===== src/rtl/psw_pkg.sv =====
package psw_pkg;
    typedef enum logic [1:0] {
        ST_IDLE  = 2'd0,
        ST_READ  = 2'd1,
        ST_WRITE = 2'd2
    } psw_state_e;
endpackage


===== src/rtl/psw_map.sv =====
module psw_map #(
    parameter int NCOL  = 5,
    parameter int ROW_W = 4,
    parameter int LBA_W = 6
) (
    input  logic [LBA_W-1:0]          lba,
    output logic [ROW_W-1:0]          row,
    output logic [$clog2(NCOL)-1:0]   dcol,
    output logic [$clog2(NCOL)-1:0]   pcol
);
    localparam int DPS    = NCOL - 1;
    localparam int CIDX_W = $clog2(NCOL);

    int unsigned stripe, pos, pc, dc;

    always_comb begin
        stripe = 32'(lba) / DPS;
        pos    = 32'(lba) % DPS;
        // parity walks left one store per row, wrapping at store 0
        pc     = (NCOL - 1) - (stripe % NCOL);
        // data skips over the parity store
        dc     = (pos >= pc) ? pos + 1 : pos;
        row    = ROW_W'(stripe);
        pcol   = CIDX_W'(pc);
        dcol   = CIDX_W'(dc);
    end
endmodule


===== src/rtl/psw_ctrl.sv =====
module psw_ctrl
    import psw_pkg::*;
#(
    parameter int NCOL   = 5,
    parameter int ROW_W  = 4,
    parameter int DATA_W = 16,
    parameter int LBA_W  = 6
) (
    input  logic                          clk,
    input  logic                          rst_n,
    input  logic                          cmd_start,
    input  logic [LBA_W-1:0]              cmd_lba,
    input  logic [DATA_W-1:0]             cmd_wdata,
    output logic                          cmd_busy,
    output logic                          cmd_done,
    output logic [LBA_W-1:0]              lba_q,
    input  logic [ROW_W-1:0]              map_row,
    input  logic [$clog2(NCOL)-1:0]       map_dcol,
    input  logic [$clog2(NCOL)-1:0]       map_pcol,
    output logic [NCOL-1:0]               col_req,
    output logic [NCOL-1:0]               col_we,
    output logic [NCOL-1:0][ROW_W-1:0]    col_row,
    output logic [NCOL-1:0][DATA_W-1:0]   col_wdata,
    input  logic [NCOL-1:0][DATA_W-1:0]   col_rdata,
    input  logic [NCOL-1:0]               col_ready
);
    psw_state_e state, state_nx;

    logic [DATA_W-1:0] wdata_q, old_d, old_p, par_new;
    logic              got_d, got_p;
    logic              rdy_d, rdy_p, pair_done;

    assign rdy_d     = col_ready[map_dcol];
    assign rdy_p     = col_ready[map_pcol];
    assign pair_done = (got_d | rdy_d) & (got_p | rdy_p);
    assign par_new   = old_p ^ old_d ^ wdata_q;

    // next-state logic
    always_comb begin
        state_nx = state;
        unique case (state)
            ST_IDLE:  if (cmd_start) state_nx = ST_READ;
            ST_READ:  if (pair_done) state_nx = ST_WRITE;
            ST_WRITE: if (pair_done) state_nx = ST_IDLE;
        endcase
    end

    // state register
    always_ff @(posedge clk) begin
        if (!rst_n) state <= ST_IDLE;
        else        state <= state_nx;
    end

    // command latch, captured reads, acknowledge flags, done pulse
    always_ff @(posedge clk) begin
        if (!rst_n) begin
            lba_q    <= '0;
            wdata_q  <= '0;
            old_d    <= '0;
            old_p    <= '0;
            got_d    <= 1'b0;
            got_p    <= 1'b0;
            cmd_done <= 1'b0;
        end else begin
            cmd_done <= 1'b0;
            unique case (state)
                ST_IDLE: begin
                    if (cmd_start) begin
                        lba_q   <= cmd_lba;
                        wdata_q <= cmd_wdata;
                        got_d   <= 1'b0;
                        got_p   <= 1'b0;
                    end
                end
                ST_READ: begin
                    if (rdy_d && !got_d) begin
                        old_d <= col_rdata[map_dcol];
                        got_d <= 1'b1;
                    end
                    if (rdy_p && !got_p) begin
                        old_p <= col_rdata[map_pcol];
                        got_p <= 1'b1;
                    end
                    if (pair_done) begin
                        got_d <= 1'b0;
                        got_p <= 1'b0;
                    end
                end
                ST_WRITE: begin
                    if (rdy_d) got_d <= 1'b1;
                    if (rdy_p) got_p <= 1'b1;
                    if (pair_done) begin
                        got_d    <= 1'b0;
                        got_p    <= 1'b0;
                        cmd_done <= 1'b1;
                    end
                end
            endcase
        end
    end

    // outputs to the stores
    always_comb begin
        col_req   = '0;
        col_we    = '0;
        col_wdata = '0;
        cmd_busy  = (state != ST_IDLE);
        for (int c = 0; c < NCOL; c++) col_row[c] = map_row;
        unique case (state)
            ST_IDLE: ;
            ST_READ: begin
                if (!got_d) col_req[map_dcol] = 1'b1;
                if (!got_p) col_req[map_pcol] = 1'b1;
            end
            ST_WRITE: begin
                if (!got_d) begin
                    col_req[map_dcol]   = 1'b1;
                    col_we[map_dcol]    = 1'b1;
                end
                if (!got_p) begin
                    col_req[map_pcol]   = 1'b1;
                    col_we[map_pcol]    = 1'b1;
                end
                col_wdata[map_dcol] = wdata_q;
                col_wdata[map_pcol] = par_new;
            end
        endcase
    end

    assert_cols_differ_R2: assert property (@(posedge clk) disable iff (!rst_n)
        cmd_busy |-> (map_dcol != map_pcol));

    assert_two_stores_R4: assert property (@(posedge clk) disable iff (!rst_n)
        $countones(col_req) <= 2);

    assert_reads_first_R5: assert property (@(posedge clk) disable iff (!rst_n)
        $rose(|(col_req & col_we)) |-> $past(|(col_req & ~col_we)));

    assert_done_ends_busy_R6: assert property (@(posedge clk) disable iff (!rst_n)
        cmd_done |-> (!cmd_busy && $past(cmd_busy)));

    assert_start_ignored_R7: assert property (@(posedge clk) disable iff (!rst_n)
        (cmd_busy && cmd_start) |=> ($stable(lba_q) && $stable(wdata_q)));
endmodule


===== src/rtl/parity_stripe_writer.sv =====
module parity_stripe_writer #(
    parameter int NCOL   = 5,
    parameter int ROW_W  = 4,
    parameter int DATA_W = 16,
    parameter int LBA_W  = ROW_W + $clog2(NCOL - 1)
) (
    input  logic                          clk,
    input  logic                          rst_n,
    input  logic                          cmd_start,
    input  logic [LBA_W-1:0]              cmd_lba,
    input  logic [DATA_W-1:0]             cmd_wdata,
    output logic                          cmd_busy,
    output logic                          cmd_done,
    output logic [NCOL-1:0]               col_req,
    output logic [NCOL-1:0]               col_we,
    output logic [NCOL-1:0][ROW_W-1:0]    col_row,
    output logic [NCOL-1:0][DATA_W-1:0]   col_wdata,
    input  logic [NCOL-1:0][DATA_W-1:0]   col_rdata,
    input  logic [NCOL-1:0]               col_ready
);
    localparam int CIDX_W = $clog2(NCOL);

    logic [LBA_W-1:0]  lba_q;
    logic [ROW_W-1:0]  map_row;
    logic [CIDX_W-1:0] map_dcol, map_pcol;

    psw_map #(.NCOL(NCOL), .ROW_W(ROW_W), .LBA_W(LBA_W)) u_map (
        .lba  (lba_q),
        .row  (map_row),
        .dcol (map_dcol),
        .pcol (map_pcol)
    );

    psw_ctrl #(.NCOL(NCOL), .ROW_W(ROW_W), .DATA_W(DATA_W), .LBA_W(LBA_W)) u_ctrl (
        .clk       (clk),
        .rst_n     (rst_n),
        .cmd_start (cmd_start),
        .cmd_lba   (cmd_lba),
        .cmd_wdata (cmd_wdata),
        .cmd_busy  (cmd_busy),
        .cmd_done  (cmd_done),
        .lba_q     (lba_q),
        .map_row   (map_row),
        .map_dcol  (map_dcol),
        .map_pcol  (map_pcol),
        .col_req   (col_req),
        .col_we    (col_we),
        .col_row   (col_row),
        .col_wdata (col_wdata),
        .col_rdata (col_rdata),
        .col_ready (col_ready)
    );
endmodule


===== config.mk =====
export PLATFORM = sky130hd
export DESIGN_NAME = parity_stripe_writer
export DESIGN_NICKNAME = d
export VERILOG_FILES = /design/src/rtl/psw_pkg.sv /design/src/rtl/psw_map.sv /design/src/rtl/psw_ctrl.sv /design/src/rtl/parity_stripe_writer.sv
export SDC_FILE = /design/constraint.sdc
export NUM_CORES = 1
export LEC_CHECK = 0
export BUFFER_PORTS_ARGS = -buffer_cell sky130_fd_sc_hd__buf_2
export CAP_MARGIN = 20
export CORE_MARGIN = 2
export CORE_UTILIZATION = 51
export DETAILED_ROUTE_END_ITERATION = 12
export GPL_ROUTABILITY_DRIVEN = 0
export PLACE_DENSITY = 0.9
export SLEW_MARGIN = 25
export SYNTH_ARGS = -nofsm -noshare
export SYNTH_HDL_FRONTEND = slang
export SYNTH_SLANG_ARGS = --single-unit

===== constraint.sdc =====
create_clock -name clk -period 7.1 [get_ports clk]
set_clock_uncertainty 0.05 [all_clocks]
set_input_delay 1.42 -clock clk [delete_from_list [all_inputs] [get_ports clk]]
set_output_delay 1.42 -clock clk [all_outputs]
set_load 0.05 [all_outputs]

==> summary.txt <==
Synthesis
  – Post-Synthesis Cells: 904
  – Mapped Nets: 1024
  – EDFF count, synth: 0
  – Main synth FF type: dfxtp_1
  – #FFs+latches synth: 59
  – Ys async rst share: 0%
  – Avg Cell Area, Syn: 6.78 um2
  – Post-Syn Area: 6130 um2
  – Synth warn: 0
  – Post-synthesis cell type count: 62
  – Seq/Total Area, Yosys: 19.3%

Outcome
  – Run status: finished, final reports clean

Power
  – Power Dens Cells: 429 nW/um2
  – Final total power: 3.24 mW
  – Maximum vdd drop: 0.238 mV
  – Leak: 3.42 nW

Critical path
  – Arrival time worst endpoint: 5280 ps
  – CP Class: reg -> out
  – Most frequent CP cell: ha_1
  – Setup crit end kind: output pin
  – Worst Setup Start Kind: register
  – Crit path required time: 5630 ps
  – Crit-path max FO: 16
  – Crit path largest cell delay: 450 ps
  – Slowest library cell on the worst path: dfxtp_2
  – Worst path cell trace: inv_1 > ha_1 > inv_1 > ha_1 > o31ai_1 > and4_2 > nor2_1 > a211o_1 > a21oi_1 > ha_1 > inv_1 > ha_1 > a21o_1 > and3_1 > o21ai_2 > o211a_1 > or2_1 > and2_2 > o21ai_0 > a21boi_0 > buf_2

STA
  – RSZ-0062 raised after global routing: no
  – Final Setup Violations: 0
  – Max Clock Freq: 148 MHz
  – Max-slew violation count: 0
  – Crit path time final: 6750 ps
  – Final period util: 95.1%
  – Setup TNS: 0 ps
  – Worst Tran Pin Value: 940 ps
  – Rel. slew slack: 37.3%
  – Hold Fails Final Rpt: 0

Global route
  – Largest net degree at the start of global routing: 91
  – Initial antenna violation count: 0
  – First-pass GRT wire length: 35600 um
  – Total GRT Usage: 34.5%
  – GR Overflow Total: 0
  – Vias in the first global route: 6975

Detailed routing
  – Total detailed-routing wirelength: 23100 um
  – Via/cell ratio: 6.41
  – Detail Route Antenna Nets: 0
  – Number of iterations in the first detailed-routing pass: 8
  – DRC errors left: 0
  – Via count: 7815
  – DR WL/cell: 18.9 um
  – Number of DRC markers in iteration 0: 1367

CTS
  – Htree depth: 3
  – CTS tree: yes
  – Clock sink total: 59
  – Root buffer cell: clkbuf_16
  – Total CTS buffers: 9
  – Clock Pin Slew Worst Setup and Hold Paths: 50 ps
  – Hold buffer count at cts: 0
  – Clock Path Buffers: 2
  – Worst-skew pair later-pin latency: 330 ps

Die
  – Overall die height: 114 um
  – I/O pin count: 222
  – Core Rows: 40
  – Starting Density: 51.7%
  – Die footprint: 12900 um2
  – Core footprint: 11900 um2
  – Overall die width: 114 um

Placed design
  – Port bufs: 221
  – HPWL after detailed placement: 15700 um

Final layout
  – Leading cell types in the layout, fill and taps excluded: 217 x buf_2, 151 x nand2_1, 87 x o21ai_0
  – Area growth syn-to-layout: 23.4%
  – Nets: 1188
  – Ant diodes: 0
  – Commonest non-fill, non-tap cell in the layout: buf_2
  – Share of layout cells above drive strength 1: 26.8%

Hold path
  – Hold Crit Class: reg -> reg

Flow run
  – Max-cap violation count: 0
==> metrics by stage <==
stage,util (%),std cells,setup WS (ps),area (um2),hold WS [ps]
5_1_grt,63.8,1220,61.8,7560,480
3_3_place_gp,60.8,1204,521,7210,418
6_report,63.8,1220,346,7560,438
2_1_floorplan,-,904,8.50,6130,405
3_5_place_dp,60.8,1204,287,7210,429
4_1_cts,63.5,1220,85.3,7540,437
==> registers in the layout, summed over array words and instances (netlist names) <==
register         flops
u_ctrl.old_p        16
u_ctrl.state         2
u_ctrl.cmd_done      1
u_ctrl.got_d         1
u_ctrl.lba_q         6
u_ctrl.got_p         1
u_ctrl.old_d        16
u_ctrl.wdata_q      16
==> final cells by class <==
class,count,area (um2)
multi-input cells,741,4500
well taps,147,184
clock buffers,10,229
clock inverters,6,90.1
flip-flops and latches,59,1180
inverters,13,48.8
repair buffers,244,1330
fillers,1038,4300
==> where the power goes <==
group          leakage [nW]  internal (mW)  switching (mW)
clock network         0.153          0.308           0.165
registers             0.483          0.425          0.0992
logic                  2.78          0.663            1.58
total                  3.42           1.40            1.85
==> cells in the mapped netlist (all sizes together) (6+ instances only) <==
master | count | share of area, %
a21oi | 46 | 3.8
ha | 10 | 2.0
nor3 | 6 | 0.49
buf | 38 | 4.3
o21ai | 102 | 8.4
o211ai | 19 | 2.3
clkbuf | 53 | 3.2
nand2 | 151 | 9.2
nor2b | 46 | 4.7
dfxtp | 59 | 19
nand3 | 12 | 0.98
a31oi | 17 | 1.7
a21boi | 86 | 11
o211a | 18 | 2.9
xor2 | 17 | 2.6
nor2 | 87 | 5.4
a222oi | 16 | 2.6
a22oi | 50 | 6.1
inv | 13 | 0.80
and2 | 7 | 0.71
==> metal layers <==
metal	wire, um	global-route usage [%]	vias to the layer above
met1	8470	43.4	3443
li1	-	-	3561
met3	3360	9.30	111
met2	10100	54.3	700
met5	0	0	-
met4	1090	17.6	0
==> path summary, 6_finish.rpt <==
| check | startpoint | endpoint | slack (ps) | depth (start not counted) |
|---|---|---|---|---|
| max reg2reg | u_ctrl.lba_q[3] | u_ctrl.old_p[12] | 1610 | 18 |
| max | u_ctrl.lba_q[4] | col_wdata[36] | 350 | 21 |
| min | u_ctrl.state[0] | u_ctrl.state[0] | 440 | 2 |
| min reg2reg | u_ctrl.state[0] | u_ctrl.state[0] | 440 | 2 |
==> logic make-up (layout without fill, tap and decap cells) <==
group	after synthesis	after routing	synth area share [%]
XOR/XNOR	20	20	3.35
flip-flops	59	59	19.3
AO/OA/AOI/OAI	376	376	42.1
AND/OR/NAND/NOR	327	327	23.5
adder cells (fa/ha/maj)	10	10	2.04
multiplexers	8	8	1.39
buffers and inverters	104	273	8.31
==> worst max-delay path, delay by kind of cell, from the launching register on <==
family | cells | cell delay, ps
compound gates | 8 | 1730
simple gates | 5 | 1190
fa+ha+maj | 4 | 940
buf+inv | 4 | 610
flops | 1 | 450
==> timing repair <==
item	4_1_cts	5_1_grt
pin swaps	0	0
setup endpoints to repair	22	82
gates resized for setup	4	7
setup buffers	0	0
Power figures use the tool's default switching activity.
